===== src/rtl/vpw_guard_pkg.sv =====
package vpw_guard_pkg;
  typedef enum logic {
    ST_RUN  = 1'b0,
    ST_LOCK = 1'b1
  } guard_st_e;
endpackage


===== src/rtl/vpw_us_tick.sv =====
module vpw_us_tick #(
  parameter int unsigned CLK_PER_US = 16
) (
  input  logic clk_i,
  input  logic rst_ni,
  output logic tick_o
);
  generate
    if (CLK_PER_US <= 1) begin : g_pass
      assign tick_o = 1'b1;
    end else begin : g_div
      localparam int unsigned DW = $clog2(CLK_PER_US);
      localparam logic [DW-1:0] LAST = DW'(CLK_PER_US - 1);
      logic [DW-1:0] div_q;

      always_ff @(posedge clk_i or negedge rst_ni) begin
        if (!rst_ni)             div_q <= '0;
        else if (div_q == LAST)  div_q <= '0;
        else                     div_q <= div_q + 1'b1;
      end

      assign tick_o = (div_q == LAST);

      p_tick_gap_r1: assert property (@(posedge clk_i) disable iff (!rst_ni)
        tick_o |=> !tick_o);
    end
  endgenerate
endmodule


===== src/rtl/vpw_level_timer.sv =====
module vpw_level_timer #(
  parameter int unsigned SAT = 280,
  localparam int unsigned CW = $clog2(SAT + 1)
) (
  input  logic          clk_i,
  input  logic          rst_ni,
  input  logic          tick_i,
  input  logic          rx_i,
  output logic          edge_o,
  output logic          lvl_o,
  output logic [CW-1:0] dur_o
);
  localparam logic [CW-1:0] SAT_V = CW'(SAT);

  logic          lvl_q;
  logic [CW-1:0] dur_q;

  assign edge_o = (rx_i != lvl_q);
  assign lvl_o  = lvl_q;
  assign dur_o  = dur_q;

  // reset value is saturated so the first level after reset is not short
  always_ff @(posedge clk_i or negedge rst_ni) begin
    if (!rst_ni) begin
      lvl_q <= 1'b0;
      dur_q <= SAT_V;
    end else begin
      lvl_q <= rx_i;
      if (edge_o)                         dur_q <= '0;
      else if (tick_i && dur_q != SAT_V)  dur_q <= dur_q + 1'b1;
    end
  end

  p_sat_hold_r10: assert property (@(posedge clk_i) disable iff (!rst_ni)
    (dur_q == SAT_V && !edge_o) |=> dur_q == SAT_V);
  p_edge_restart_r1: assert property (@(posedge clk_i) disable iff (!rst_ni)
    edge_o |=> dur_q == '0);
endmodule


===== src/rtl/vpw_noise_guard.sv =====
module vpw_noise_guard
  import vpw_guard_pkg::*;
#(
  parameter int unsigned CLK_PER_US = 16,
  parameter int unsigned MIN_SYM_US = 35,
  parameter int unsigned EOF_US     = 280
) (
  input  logic clk_i,
  input  logic rst_ni,
  input  logic rx_i,
  input  logic en_i,
  input  logic dis_i,
  input  logic sleep_i,
  input  logic filt_i,
  input  logic tx_active_i,
  input  logic err_rd_i,
  output logic inv_bit_o,
  output logic rx_en_o,
  output logic tx_cancel_o
);
  localparam int unsigned CW = $clog2(EOF_US + 1);
  localparam logic [CW-1:0] MIN_V = CW'(MIN_SYM_US);
  localparam logic [CW-1:0] EOF_V = CW'(EOF_US);

  logic          tick;
  logic          edge_det;
  logic          lvl;
  logic [CW-1:0] dur;

  vpw_us_tick #(.CLK_PER_US(CLK_PER_US)) u_tick (
    .clk_i  (clk_i),
    .rst_ni (rst_ni),
    .tick_o (tick)
  );

  vpw_level_timer #(.SAT(EOF_US)) u_timer (
    .clk_i  (clk_i),
    .rst_ni (rst_ni),
    .tick_i (tick),
    .rx_i   (rx_i),
    .edge_o (edge_det),
    .lvl_o  (lvl),
    .dur_o  (dur)
  );

  guard_st_e st_q;
  logic      flag_q, cancel_q;
  logic      active, inhibit, short_ev, gap_done;

  assign active   = en_i && !dis_i;
  assign inhibit  = (sleep_i || filt_i) && !tx_active_i;
  assign short_ev = active && !inhibit && (st_q == ST_RUN) && edge_det && (dur < MIN_V);
  assign gap_done = !edge_det && !lvl && (dur >= EOF_V);

  always_ff @(posedge clk_i or negedge rst_ni) begin
    if (!rst_ni) begin
      st_q     <= ST_RUN;
      flag_q   <= 1'b0;
      cancel_q <= 1'b0;
    end else if (!active) begin
      st_q     <= ST_RUN;
      flag_q   <= 1'b0;
      cancel_q <= 1'b0;
    end else begin
      cancel_q <= short_ev;
      if (short_ev)       flag_q <= 1'b1;
      else if (err_rd_i)  flag_q <= 1'b0;
      if (short_ev)                          st_q <= ST_LOCK;
      else if (st_q == ST_LOCK && gap_done)  st_q <= ST_RUN;
    end
  end

  assign inv_bit_o   = flag_q;
  assign tx_cancel_o = cancel_q;
  assign rx_en_o     = active && (st_q == ST_RUN);

  p_cancel_flag_r3: assert property (@(posedge clk_i) disable iff (!rst_ni)
    tx_cancel_o |-> (inv_bit_o && !rx_en_o));
  p_cancel_single_r4: assert property (@(posedge clk_i) disable iff (!rst_ni)
    tx_cancel_o |=> !tx_cancel_o);
  p_inactive_clear_r9: assert property (@(posedge clk_i) disable iff (!rst_ni)
    (!en_i || dis_i) |=> (!inv_bit_o && !tx_cancel_o));
  p_inhibit_r7: assert property (@(posedge clk_i) disable iff (!rst_ni)
    $rose(tx_cancel_o) |-> $past(!(sleep_i || filt_i) || tx_active_i));
  p_read_clear_r8: assert property (@(posedge clk_i) disable iff (!rst_ni)
    (err_rd_i && !short_ev) |=> !inv_bit_o);
endmodule


===== config.mk =====
export PLATFORM = sky130hd
export DESIGN_NAME = vpw_noise_guard
export DESIGN_NICKNAME = d
export VERILOG_FILES = /design/src/rtl/vpw_guard_pkg.sv /design/src/rtl/vpw_us_tick.sv /design/src/rtl/vpw_level_timer.sv /design/src/rtl/vpw_noise_guard.sv
export SDC_FILE = /design/constraint.sdc
export NUM_CORES = 1
export LEC_CHECK = 0
export CAP_MARGIN = 10
export CORE_MARGIN = 4
export CORE_UTILIZATION = 52
export CTS_CLUSTER_DIAMETER = 200
export DETAILED_ROUTE_END_ITERATION = 6
export GPL_ROUTABILITY_DRIVEN = 1
export PLACE_DENSITY = 0.74
export SYNTH_ARGS = -nofsm -noshare
export SYNTH_HDL_FRONTEND = slang
export SYNTH_SLANG_ARGS = --single-unit

===== constraint.sdc =====
create_clock -name clk_i -period 2.09 [get_ports clk_i]
set_clock_uncertainty 0.05 [all_clocks]
set_input_delay 0.3135 -clock clk_i [delete_from_list [all_inputs] [get_ports clk_i]]
set_output_delay 0.3135 -clock clk_i [all_outputs]
set_load 0.01 [all_outputs]

==> results of run 1 <==
## state kept, by name, indices dropped and copies added (netlist names)
register and count:
u_tick.g_div.div_q 4, inv_bit_o 1, u_timer.lvl_o 1, st_q 1, u_timer.dur_o 9, tx_cancel_o 1
## placed cells by master (no fill, tap or decap), types with 4 or more instances in the layout
cell and n:
a21oi_1 6, nor2_1 5, nand2_1 5, inv_1 10, o31ai_1 4, clkdlybuf4s50_1 11
ha_1 4, o21ai_0 4, dfrtp_1 14
## area by class of cell
cell class | instances | area share (%)
well taps | 16 | 1.88
inverters | 10 | 3.52
clock buffers | 4 | 2.46
repair buffers | 14 | 12.4
multi-input cells | 61 | 39.5
flip-flops and latches | 17 | 40.2
## worst max-delay path by stage
stage,cells after the start,endpoint,start,slack (ns)
2_1_floorplan,5,u_timer.dur_o[8]$_DFFE_PN1P_,u_tick.g_div.div_q[0]$_DFF_PN0_,0.51
4_1_cts,3,rx_en_o,en_i,0.07
6_report,3,rx_en_o,en_i,0.18
3_5_place_dp,3,rx_en_o,en_i,0.12
5_1_grt,5,u_timer.dur_o[8]$_DFFE_PN1P_,u_tick.g_div.div_q[0]$_DFF_PN0_,0.06
3_3_place_gp,3,rx_en_o,en_i,0.13
## critical path, stage by stage
cell	delay, ns
clkdlybuf4s50_1	0.47
nor3b_2	0.20
clkdlybuf4s50_1	0.57
## cells in the mapped netlist, drive strengths merged, types with 2 or more instances
master / n / share of area [%]
nand2: 5 / 2.1
nand3: 3 / 1.7
o31ai: 4 / 3.4
a21oi: 6 / 3.4
nor2b: 3 / 2.1
nand2b: 2 / 1.4
or4: 4 / 3.5
a31oi: 3 / 2.1
nand4: 2 / 1.4
mux2: 3 / 3.8
nor2: 5 / 2.1
dfstp: 3 / 8.8
dfrtp: 14 / 39
ha: 4 / 5.6
o21ai: 4 / 2.2
inv: 10 / 4.2
## cell families (layout without fill, tap and decap cells)
group | Yosys count | count (layout) | share of synthesized area (%)
compound gates | 21 | 21 | 14.9
buf+inv | 12 | 28 | 5.19
simple gates | 31 | 31 | 20.3
flops | 17 | 17 | 48.1
fa+ha+maj | 4 | 4 | 5.61
mux | 4 | 4 | 4.91
xor+xnor | 1 | 1 | 0.982
## per-stage QoR
step	utilization [%]	std cells	power (mW)
3_3_place_gp	66.5	118	0.406
2_1_floorplan	-	90	0.370
4_1_cts	68.1	122	0.582
6_report	68.5	122	0.573
5_1_grt	68.5	122	0.607
3_5_place_dp	66.5	118	0.408
## where the power goes
group | total, mW | switching (mW) | internal (mW)
Combinational | 0.0621 | 0.0281 | 0.0340
Clock | 0.171 | 0.0974 | 0.0741
Sequential | 0.339 | 0.00460 | 0.335
Total | 0.573 | 0.130 | 0.443
## per-layer routing
layer  part of all wire (%)  up-vias  GRT usage [%]
met5                      0        -              0
met4                   0.76        0           6.91
met3                    5.1        2           3.98
met2                     48       26           22.3
met1                     46      343           21.9
li1                       -      358              -
==> summary.txt, run 1 <==
STA
  • Post-route minimum period: 1.91 ns
  • Fmax: 0.523 GHz
  • Setup slack after layout: 0.177 ns
  • RSZ-0062 raised after global routing: no
  • Final setup viols: 0
  • Slew Viols, Final: 0
  • Final Hold Violating Endpoints: 0
  • Slew margin rel.: 71.9%
  • Final Cycle Share: 91.5%
  • WHS: 0.294 ns
  • Setup TNS: 0 ns
  • Tightest Pin Transition: 0.411 ns

Detailed routing
  • Drc violations: 0
  • Post-route ant nets: 0
  • DRT iter0 DRCs: 35
  • Via/cell ratio: 5.98
  • Drt pass-1 iters: 5
  • Vias: 729
  • Wire per inst: 14.0 um
  • Final wirelength: 1710 um

Critical path
  • Critical path type: input pin to output pin
  • Worst Reg-to-Reg Cells: 5
  • Reg-to-Reg End: u_timer.dur_o[8]$_DFFE_PN1P_
  • Crit path DAT: 1.55 ns
  • Worst path required time: 1.73 ns
  • Worst-path fanout max: 2
  • Startpoint Class: input pin
  • CP Capture Type: output pin
  • R2R Setup Slk: 0.22 ns
  • FF-to-FF Start: u_tick.g_div.div_q[0]$_DFF_PN0_

Yosys
  • Main flop type after synthesis: dfrtp_1
  • Mapped Cells: 90
  • Number of library cell types mapped by synthesis: 32
  • Avg Inst Size Synth: 9.91 um^2
  • Area of the mapped netlist: 892 um^2
  • Mapped Nets: 103
  • Asr flop ratio synth: 100%
  • Sequential area share after synthesis: 48.1%
  • EDFF count, synth: 0
  • #FFs+latches synth: 17
  • Yosys Warn Count: 0

Floorplan
  • Cell Rows: 14
  • Die area: 0.00244 mm^2
  • Core Area: 0.00156 mm^2
  • Die Width: 49.4 um
  • Die H: 49.4 um
  • Io pins: 12
  • Initial core utilization: 57.2%

Clocking
  • CTS clk-pin slew, worst paths: 0.09 ns
  • H-tree depth: 1
  • Hold-fix buffers, CTS: 0
  • Clock sinks: 17
  • CTS buffer count: 3
  • Clock Path Buffers: 2
  • TritonCTS clock tree: yes
  • Clock root cell: clkbuf_4
  • Setup bufs post-CTS: 0
  • # resized after CTS: 0
  • Clock latency on the worst-skew pair: 0.28 ns

Placed design
  • Port Buf Inserts: 11
  • GP Congestion: 0.795
  • Post-DP HPWL: 1250 um
  • Post-Place Setup Slack: 0.121 ns
  • DP Area: 0.00104 mm^2

GRT
  • Global-route usage over all layers: 15.6%
  • Overflow after GRT: 0
  • Largest net degree at the start of global routing: 18
  • First-pass GRT wire length: 2860 um
  • Initial antenna violation count: 0
  • Vias in the first global route: 639

Layout
  • Seq. cell area: 429 um^2
  • Fill cell count: 130
  • Diodes inserted: 0
  • Multi-input logic area: 422 um^2
  • Final nets: 120
  • Design Area, Final: 0.00107 mm^2
  • P&R area growth vs syn: 19.6%
  • Fraction of layout cells with a size suffix above 1: 14.2%

Power and ir drop
  • VDD IR-drop max: 486 uV
  • Leakage power total: 0.438 nW
  • P per Cell Area: 537 mW/mm^2

Worst hold path
  • Worst hold path class: input pin to asynchronous set/reset pin

Status
  • Status: completed

Flow run
  • Max-Cap Viols: 0
No activity file was read; power rests on OpenSTA's default activity.
==> run 2, diff against run 1 <==
--- a/config.mk
+++ b/config.mk
@@ -7,11 +7,12 @@
 export LEC_CHECK = 0
 export CAP_MARGIN = 10
 export CORE_MARGIN = 4
-export CORE_UTILIZATION = 52
+export CORE_UTILIZATION = 55
+export CTS_BUF_LIST = sky130_fd_sc_hd__clkbuf_4
 export CTS_CLUSTER_DIAMETER = 200
 export DETAILED_ROUTE_END_ITERATION = 6
 export GPL_ROUTABILITY_DRIVEN = 1
-export PLACE_DENSITY = 0.74
+export PLACE_DENSITY = 0.78
 export SYNTH_ARGS = -nofsm -noshare
 export SYNTH_HDL_FRONTEND = slang
 export SYNTH_SLANG_ARGS = --single-unit
==> run 2 against run 1 <==
Non-clock buffer count did not move. Clock power rose by 2%. Critical path depth did not move. Sequential cell count did not move. Register-to-register slack improved by 0.05 ns. First-iteration DRC count fell by 54%. Highest routed layer unchanged.
==> summary.txt, run 2 (synthesis gave the netlist of run 1 again) <==
STA
  • Tightest Pin Transition: 0.700 ns
  • Setup slack after layout: 0.0974 ns
  • Slew margin rel.: 52.1%
  • Slew Viols, Final: 0
  • Post-route minimum period: 1.99 ns
  • RSZ-0062 raised after global routing: no
  • Final Hold Violating Endpoints: 0
  • Setup TNS: 0 ns
  • Final Cycle Share: 95.3%
  • Fmax: 0.502 GHz
  • Final setup viols: 0

Layout
  • Max reg flops: 9
  • Final nets: 120
  • Most frequent cells in the layout: dfrtp_1 (14), clkdlybuf4s50_1 (11), inv_1 (10)
  • P&R area growth vs syn: 19.2%
  • Most common cell after layout, fill and taps aside: dfrtp_1
  • Fraction of layout cells with a size suffix above 1: 14.2%
  • Fill cell count: 115
  • Diodes inserted: 0
  • Multi-input logic area: 417 um^2
  • Design Area, Final: 0.00106 mm^2
  • Seq. cell area: 429 um^2

Critical path
  • CP delay by family, top: buffers and inverters
  • Worst path required time: 1.73 ns
  • Worst Path Buf+Inv: 2
  • Crit path DAT: 1.63 ns
  • Cell chain of the critical path: clkdlybuf4s50_1 > nor3b_1 > clkdlybuf4s50_1
  • CP max stage cell: clkdlybuf4s50_1
  • CP Capture Type: output pin
  • Worst-path fanout max: 2
  • Worst path max stage delay: 0.59 ns
  • CP most frequent cell: clkdlybuf4s50_1
  • R2R Setup Slk: 0.27 ns
  • Critical path type: input pin to output pin
  • Startpoint Class: input pin

GRT
  • Vias in the first global route: 658
  • Global-route usage over all layers: 17.9%
  • Largest net degree at the start of global routing: 18
  • Overflow after GRT: 0
  • First-pass GRT wire length: 2840 um
  • Initial antenna violation count: 0

Clocking
  • Hold-fix buffers, CTS: 0
  • Setup bufs post-CTS: 0
  • Clock sinks: 17
  • Clock Path Buffers: 2
  • TritonCTS clock tree: yes
  • CTS buffer count: 3
  • CTS clk-pin slew, worst paths: 0.10 ns
  • H-tree depth: 1
  • Clock latency on the worst-skew pair: 0.29 ns
  • Clock root cell: clkbuf_4
  • # resized after CTS: 0

Detailed routing
  • Wire per inst: 14.4 um
  • Via/cell ratio: 6.06
  • Drc violations: 0
  • DRT iter0 DRCs: 16
  • Drt pass-1 iters: 5
  • Final wirelength: 1760 um
  • Vias: 739
  • Post-route ant nets: 0

Floorplan
  • Cell Rows: 14
  • Io pins: 12
  • Core Area: 0.00152 mm^2
  • Die Width: 48.3 um
  • Die H: 48.3 um
  • Die area: 0.00233 mm^2
  • Initial core utilization: 58.5%

Status
  • Status: completed

Power and ir drop
  • VDD IR-drop max: 377 uV
  • Leakage power total: 0.438 nW
  • P per Cell Area: 540 mW/mm^2
  • PnR Total Power: 0.575 mW

Placed design
  • Post-DP HPWL: 1320 um
  • Post-Place Setup Slack: 0.107 ns
  • DP Area: 0.00104 mm^2
  • Port Buf Inserts: 11
  • GP Congestion: 0.799

Flow run
  • Max-Cap Viols: 0

Worst hold path
  • Worst hold path class: input pin to asynchronous set/reset pin
## run 2: metrics by stage
stage                     util (%)  cells  hold slack, ns
after detailed placement      68.0    118           0.443
final                         69.8    122           0.277
after CTS                     69.8    122           0.280
after global routing          69.8    122           0.284
after floorplan                  -     90         -0.0321
after global placement        68.0    118           0.419
## run 2: metal layers
| metal | vias to the layer above | global-route usage [%] | wire (um) |
|---|---|---|---|
| met1 | 346 | 22.9 | 734 |
| met3 | 4 | 3.32 | 159 |
| met5 | - | 0 | 0 |
| met2 | 30 | 29.9 | 839 |
| li1 | 359 | - | - |
| met4 | 0 | 6.45 | 22 |
## run 2: where the power goes
part           internal, mW  switching [mW]  leakage, nW  total (mW)
combinational        0.0332          0.0279        0.203      0.0611
sequential            0.335         0.00392        0.218       0.339
clock                0.0711           0.104       0.0177       0.175
## run 2: area by class of cell
| class | count | area share, % |
|---|---|---|
| tap | 16 | 1.88 |
| inverter | 10 | 3.53 |
| clock buffer | 3 | 2.12 |
| multi-input combinational | 61 | 39.2 |
| timing repair buffer | 14 | 12.5 |
| sequential | 17 | 40.4 |
| clock inverter | 1 | 0.471 |
## run 2: path summary, 6_finish.rpt
kind                                                  from                               to  cells after the start
hold reg to reg            u_tick.g_div.div_q[0]$_DFF_PN0_  u_tick.g_div.div_q[0]$_DFF_PN0_                      1
max in group asynchronous                           rst_ni     u_timer.dur_o[8]$_DFFE_PN1P_                      2
min in group clk_i                                    rx_i          u_timer.lvl_o$_DFF_PN0_                      1
setup / recovery                                      en_i                          rx_en_o                      3
hold / removal                                      rst_ni            tx_cancel_o$_DFF_PN0_                      2
setup reg to reg           u_tick.g_div.div_q[0]$_DFF_PN0_     u_timer.dur_o[6]$_DFFE_PN0P_                      4
